File: src/rtl/mdio_pkg.sv
package mdio_pkg;
  localparam int ADDR_W    = 5;
  localparam int DATA_W    = 16;
  localparam int PRE_LEN   = 32;
  localparam int FRAME_LEN = PRE_LEN + 2 + 2 + 2 * ADDR_W + 2 + DATA_W;
  localparam int TA_POS    = FRAME_LEN - DATA_W - 2;
  localparam int DATA_POS  = FRAME_LEN - DATA_W;
  localparam int IDX_W     = $clog2(FRAME_LEN);

  // control-to-datapath strobes
  typedef struct packed {
    logic load;    // capture request into frame register
    logic shift;   // advance to next frame bit (falling MDC)
    logic sample;  // take mdioIn (rising MDC, read data bits)
    logic commit;  // publish received word
  } mdioStrb_t;

  typedef enum logic {
    ST_IDLE = 1'b0,
    ST_RUN  = 1'b1
  } mdioState_t;
endpackage

File: src/rtl/mdio_ctrl.sv
module mdio_ctrl
  import mdio_pkg::*;
#(
  parameter int HALF_CLKS = 50
) (
  input  logic      clk,
  input  logic      rstN,
  input  logic      reqValid,
  input  logic      reqRead,
  output mdioStrb_t strb,
  output logic      busy,
  output logic      done,
  output logic      mdc,
  output logic      mdioOe
);
  localparam int CNT_W = $clog2(HALF_CLKS + 1);
  localparam logic [CNT_W-1:0] HALF_LAST = CNT_W'(HALF_CLKS - 1);
  localparam logic [IDX_W-1:0] LAST_BIT  = IDX_W'(FRAME_LEN - 1);
  localparam logic [IDX_W-1:0] TA_IDX    = IDX_W'(TA_POS);
  localparam logic [IDX_W-1:0] DATA_IDX  = IDX_W'(DATA_POS);

  mdioState_t       state;
  logic [CNT_W-1:0] phaseCnt;
  logic [IDX_W-1:0] bitIdx;
  logic             mdcR;
  logic             readR;
  logic             doneR;
  logic             halfEnd;
  logic             lastFall;

  always_comb begin
    halfEnd     = (state == ST_RUN) && (phaseCnt == HALF_LAST);
    lastFall    = halfEnd && mdcR && (bitIdx == LAST_BIT);
    strb.load   = (state == ST_IDLE) && reqValid;
    strb.shift  = halfEnd && mdcR && (bitIdx != LAST_BIT);
    strb.sample = halfEnd && !mdcR && readR && (bitIdx >= DATA_IDX);
    strb.commit = lastFall && readR;
  end

  always_ff @(posedge clk) begin
    if (!rstN) begin
      state    <= ST_IDLE;
      phaseCnt <= '0;
      bitIdx   <= '0;
      mdcR     <= 1'b0;
      readR    <= 1'b0;
      doneR    <= 1'b0;
    end else begin
      doneR <= lastFall;
      case (state)
        ST_IDLE: begin
          mdcR     <= 1'b0;
          phaseCnt <= '0;
          bitIdx   <= '0;
          if (reqValid) begin
            state <= ST_RUN;
            readR <= reqRead;
          end
        end
        ST_RUN: begin
          if (halfEnd) begin
            phaseCnt <= '0;
            if (!mdcR) begin
              mdcR <= 1'b1;
            end else begin
              mdcR <= 1'b0;
              if (bitIdx == LAST_BIT) begin
                state  <= ST_IDLE;
                bitIdx <= '0;
              end else begin
                bitIdx <= bitIdx + 1'b1;
              end
            end
          end else begin
            phaseCnt <= phaseCnt + 1'b1;
          end
        end
        default: state <= ST_IDLE;
      endcase
    end
  end

  assign busy   = (state == ST_RUN);
  assign done   = doneR;
  assign mdc    = mdcR;
  assign mdioOe = busy && !(readR && (bitIdx >= TA_IDX));
endmodule

File: src/rtl/mdio_datapath.sv
module mdio_datapath
  import mdio_pkg::*;
(
  input  logic              clk,
  input  logic              rstN,
  input  mdioStrb_t         strb,
  input  logic              reqRead,
  input  logic [ADDR_W-1:0] reqPhy,
  input  logic [ADDR_W-1:0] reqReg,
  input  logic [DATA_W-1:0] reqWdata,
  input  logic              mdioIn,
  output logic              mdioOut,
  output logic [DATA_W-1:0] rdData
);
  logic [FRAME_LEN-1:0] frameSr;
  logic [DATA_W-1:0]    rxSr;
  logic [DATA_W-1:0]    rdHold;
  logic [FRAME_LEN-1:0] frameInit;
  logic [1:0]           opCode;
  logic [1:0]           taCode;
  logic [DATA_W-1:0]    dataField;

  always_comb begin
    opCode    = reqRead ? 2'b10 : 2'b01;
    taCode    = reqRead ? 2'b11 : 2'b10;
    dataField = reqRead ? '1 : reqWdata;
    frameInit = {{PRE_LEN{1'b1}}, 2'b01, opCode, reqPhy, reqReg, taCode, dataField};
  end

  always_ff @(posedge clk) begin
    if (!rstN) begin
      frameSr <= '0;
      rxSr    <= '0;
      rdHold  <= '0;
    end else begin
      if (strb.load)
        frameSr <= frameInit;
      else if (strb.shift)
        frameSr <= {frameSr[FRAME_LEN-2:0], 1'b0};
      if (strb.sample)
        rxSr <= {rxSr[DATA_W-2:0], mdioIn};
      if (strb.commit)
        rdHold <= rxSr;
    end
  end

  assign mdioOut = frameSr[FRAME_LEN-1];
  assign rdData  = rdHold;
endmodule

File: src/rtl/mdio_master.sv
module mdio_master
  import mdio_pkg::*;
#(
  parameter int SYS_CLK_MHZ = 250
) (
  input  logic        clk,
  input  logic        rstN,
  input  logic        reqValid,
  input  logic        reqRead,
  input  logic [4:0]  reqPhy,
  input  logic [4:0]  reqReg,
  input  logic [15:0] reqWdata,
  output logic        busy,
  output logic        done,
  output logic [15:0] rdData,
  output logic        mdc,
  output logic        mdioOut,
  output logic        mdioOe,
  input  logic        mdioIn
);
  localparam int HALF_RAW  = (SYS_CLK_MHZ * 200 + 999) / 1000;
  localparam int HALF_CLKS = (HALF_RAW < 1) ? 1 : HALF_RAW;

  mdioStrb_t strb;

  mdio_ctrl #(.HALF_CLKS(HALF_CLKS)) u_ctrl (
    .clk     (clk),
    .rstN    (rstN),
    .reqValid(reqValid),
    .reqRead (reqRead),
    .strb    (strb),
    .busy    (busy),
    .done    (done),
    .mdc     (mdc),
    .mdioOe  (mdioOe)
  );

  mdio_datapath u_dp (
    .clk     (clk),
    .rstN    (rstN),
    .strb    (strb),
    .reqRead (reqRead),
    .reqPhy  (reqPhy),
    .reqReg  (reqReg),
    .reqWdata(reqWdata),
    .mdioIn  (mdioIn),
    .mdioOut (mdioOut),
    .rdData  (rdData)
  );
endmodule

File: config.mk
export PLATFORM = sky130hd
export DESIGN_NAME = mdio_master
export DESIGN_NICKNAME = d
export VERILOG_FILES = /design/src/rtl/mdio_pkg.sv /design/src/rtl/mdio_ctrl.sv /design/src/rtl/mdio_datapath.sv /design/src/rtl/mdio_master.sv
export SDC_FILE = /design/constraint.sdc
export NUM_CORES = 1
export LEC_CHECK = 0
export CORE_MARGIN = 2
export CORE_UTILIZATION = 45
export CTS_CLUSTER_DIAMETER = 40
export DETAILED_ROUTE_END_ITERATION = 16
export PLACE_DENSITY = 0.76
export SLEW_MARGIN = 20
export SYNTH_ARGS = -nofsm -noshare
export SYNTH_HDL_FRONTEND = slang
export SYNTH_SLANG_ARGS = --single-unit
File: constraint.sdc
create_clock -name clk -period 1.7 [get_ports clk]
set_clock_uncertainty 0.05 [all_clocks]
set_input_delay 0.255 -clock clk [delete_from_list [all_inputs] [get_ports clk]]
set_output_delay 0.255 -clock clk [all_outputs]
set_load 0.05 [all_outputs]
# == After elaboration in Yosys (flattened, before gate mapping) ==
# Cells that the tools add are included.
# totals
inputBits,31
out_inout_bits,21
elab_cells,57
ff_bits,112
# classes
magnitude_cmp,2
muxes,19
n_reduce_logical,17
add_sub_neg,2
eq_ne,5
bitwise,2
# ops
cell,n
$mux 64,2
$mux 6,4
$pmux 6 s2,2
$mux 16,1
$add 6x1->6 const B,2
$eq 6x6->1 const B,2
$ge 6x6->1 const B,2
$logic_and 1x1->1,11
$mux 1,7
$ne 6x6->1 const B,1
$ne 2x2->1 const B,2
$pmux 1 s2,2
$reduce_and 2->1,2
$logic_not 1->1,2
$mux 2,1
$not 1->1,2
$reduce_bool 2->1,1
$reduce_or 2->1,1

# == Longest topological paths before layout ==
# Gate-level depths: netlist of the first run.
# logic_depth
word_depth,6
ltp_mapped,9
depth_no_buf,6

# == Hierarchy ==
# From an unflattened synthesis of the first run, not the netlist that was laid out.
# unflattened
cells_unflattened,427
area_unflattened_um2,4855.9
# modules_own_cells
mod,area_per_inst_um2,cells_per_inst,seq_area_each_um2,instances
mdio_datapath,4042.6,332,1921.8,1
mdio_ctrl,813.3,95,320.3,1

# == Least setup slack after synthesis of the first run ==
# Ideal clock, no wire load.
# synth_timing
kind,reg-to-output
start,register u_ctrl.state (netlist: u_ctrl.busy)
end,output port mdioOe
path_stages_with_launch,4
path_slack_ns,-0.442
t_required_ns,1.395
arrival_ns,1.837
n_path_buf,1
path_cell_list,dfxtp_1 > clkbuf_1 > inv_1 > a31oi_1
# synth_between
elab_chain_cells,1
# synth_rtl
item,line,text
start: declaration,mdio_ctrl.sv:22,mdioState_t state;
start signal: assignment,mdio_ctrl.sv:42,state <= ST_IDLE;
start signal: assignment,mdio_ctrl.sv:56,state <= ST_RUN;
start signal: assignment,mdio_ctrl.sv:68,state <= ST_IDLE;
$logic_and 1x1->1,mdio_ctrl.sv:86,assign mdioOe = busy && !(readR && (bitIdx >= TA_IDX));
end: declaration,mdio_master.sv:18,"output logic mdioOe,"
# Every way passes these cells.

# == Worst setup path after layout of the first run ==
# layout_timing
start,register u_ctrl.bitIdx[1]
end,register u_dp.frameSr[45]
# layout_between
elab_chain_cells,3
# layout_rtl
item,line,text
start: declaration,mdio_ctrl.sv:24,logic [IDX_W-1:0] bitIdx;
start signal: assignment,mdio_ctrl.sv:71,bitIdx <= bitIdx + 1'b1;
$ne 6x6->1,mdio_ctrl.sv:35,strb.shift = halfEnd && mdcR && (bitIdx != LAST_BIT);
$logic_and 1x1->1,mdio_ctrl.sv:35,
$reduce_bool 2->1 (no line),-,
end signal: assignment,mdio_datapath.sv:37,frameSr <= frameInit;
end signal: assignment,mdio_datapath.sv:39,"frameSr <= {frameSr[FRAME_LEN-2:0], 1'b0};"
end: declaration,mdio_datapath.sv:15,logic [FRAME_LEN-1:0] frameSr;
# Every way passes these cells.
# A chain may end at the register's enable or synchronous reset.

==> flow_summary.ini, run 1 <==
[setup_path]
critical-path-top-delay-family = buffers and inverters
crit_path_top_delay_cell = dfxtp_2
critPathKind = flip-flop to flip-flop
start_kind = flip-flop
end_kind = flip-flop
critPathMaxFanout = 21
crit_path_max_incr_delay_ps = 340
path_buf_inv = 4
cp.required_ps = 1900
crit_top_cell = buf_4
critPathArrivalTime_ps = 2110
worstPathCellList = buf_4 > ha_4 > nand3_4 > o211ai_1 > buf_4 > buf_8 > buf_12 > or3_4 > o311a_1

[cts]
cts_root_buffer = clkbuf_8
h-tree-depth = 3
numCtsBuffers = 9
clkTransAtPathRegs_ps = 110
cts_buffer_depth = 2
clk_latency_ps = 370
ctsHoldBuffers = 0
cts.sinks = 112
cts_tree = yes

[yosys]
synth_cells = 504
synth_ff_type = dfxtp_1
synth_area_leaders = dfxtp_1, o311a_1, or3_1
yosysTopAreaCellShare = 0.4780
syn_nets = 539
seq_area_frac_synth = 0.4780
synth_edf_count = 0
ys_types = 41
syn_avg_cell_area_um2 = 9.307
synth-seq-cells = 112
yosysTopAreaCell = dfxtp_1
async_flop_share = 0
synth_area_um2 = 4691
yosysWarnings = 0

[sta]
finalSetupViolCount = 54
hold_slack_ps = 240.6
grt_setup_unrepaired = true
slew_headroom = 0.7857
tightest_slew_ps = 320.7
timing.final.ws_setup_ps = -209.9
finalCritPeriodShare = 1.123
finalHoldViolCount = 0
max_freq_ghz = 0.5236
finalSetupTns_ps = -5849
min_period_ps = 1910
slew_violations = 0

[cells_and_area]
final_common_cell = dfxtp_1
final_cell_mix = dfxtp_1, buf_4, nand2_1
area_delta_synth_final_pct = 32.76
nNetsFinal = 618
drive_gt1_frac = 0.2262
utilization = 0.6087
final_cell_count_no_fill = 724
n_antenna_cell = 0
stdcell_area_um2 = 6227
nFillCells = 833

[placement]
portBuffers = 51
pre_cts_ws_ps = -105.2
finalWeightedCongestion = 0.8583
hpwl_um = 6435
placed_area_um2 = 5570
placed_cells = 684

[drt]
vias = 4077
viasPerCell = 5.631
drc_errors = 0
drt_iter0_drc = 277
wl_per_cell_um = 16.23
drtAntennaViolNets = 0
drt_first_pass_iters = 5
finalWirelength_um = 11750

[global_routing]
gr-total-overflow = 0
antenna_found_initial = 0
grt_start_max_net_pins = 65
grt_pass1_wl_um = 18690
grt_pass1_vias = 3894
grt.total_usage = 0.2012

[power]
leakagePower_nw = 2.283
p_per_area_nw_per_um2 = 791.5
finalPower_mw = 4.929
vdd_drop_max_v = 0.0007398

[floorplanning]
die-area_um2 = 11260
num_rows = 37
start_util = 0.4585
pin_count = 52
die_x_um = 106.1
dieHeight_um = 106.1
core-area_um2 = 10230

[outcome]
status = finished with violations
violations = setup timing

[worst_hold_path]
holdCritPathClass = input port to flip-flop

[run]
maxCapViolCount = 0
[area by class of cell]
cell class,instances,area [µm²],share of cell area
clock buffers,11,141.4,0.02270
clock inverters,5,63.81,0.01025
inverters,3,13.76,0.002210
multi-input cells,346,2349,0.3771
flip-flops and latches,112,2256,0.3623
well taps,136,170.2,0.02733
repair buffers,111,1234,0.1981
[flip-flops by register name (all words and copies together) (netlist names)]
signal	cells
u_ctrl.bitIdx	6
u_ctrl.busy	1
u_ctrl.done	1
u_ctrl.mdc	1
u_ctrl.phaseCnt	6
u_ctrl.readR	1
u_dp.frameSr	64
u_dp.rdData	16
u_dp.rxSr	16
[Yosys cell counts, types with 17 or more instances]
cell / number
clkbuf_1: 23
nand3_1: 17
buf_2: 19
o311a_1: 34
dfxtp_1: 112
nor3_1: 26
nor2_1: 35
nor2b_1: 17
a211oi_1: 25
o21ai_0: 33
or3_1: 34
nand2_1: 43
[worst min-delay path, cell delays in order]
cell and delay [ps]:
buf_2 140, nand2_1 180, nor2_1 70
[where the power goes]
group	leakage (nW)	internal, mW	switching, mW
clock	0.101	0.738	0.915
sequential	0.924	2.75	0.0740
combinational	1.26	0.241	0.206
[layer usage]
layer  share of wire  track usage
met3           0.044      0.03311
met4           0.019      0.05827
met2            0.48       0.3313
met5               0            0
met1            0.45       0.2728
[logic make-up after synthesis]
logic type / Yosys count / share of synthesized area
flops: 112 / 0.4780
mux: 16 / 0.03414
fa+ha+maj: 4 / 0.01067
buf+inv: 49 / 0.05068
xor+xnor: 6 / 0.01121
compound gates: 128 / 0.2038
simple gates: 189 / 0.2115
[final timing paths]
path                            startpoint                             to  slack, ps  depth (start not counted)
max          u_ctrl.bitIdx[1]$_SDFFE_PN0P_  u_dp.frameSr[45]$_SDFFE_PN0P_       -210                          9
min                                   rstN        u_ctrl.mdc$_SDFFE_PN0P_        240                          3
max reg2reg  u_ctrl.bitIdx[1]$_SDFFE_PN0P_  u_dp.frameSr[45]$_SDFFE_PN0P_       -210                          9
min reg2reg    u_dp.rdData[4]$_SDFFE_PN0P_    u_dp.rdData[4]$_SDFFE_PN0P_        410                          2
[timing repair]
item | CTS | global route
buffers inserted | 8 | 1
pin swaps | 15 | 22
setup endpoints to repair | 52 | 103
cloned | 7 | 8
resized for setup | 22 | 17
Power figures use the tool's default switching activity.
==> inputs of run 2 (changes only) <==
CAP_MARGIN = 20   (was not set)
==> results of run 2 <==
Same layout as run 1: the final DEF is identical, and so are final timing and power.
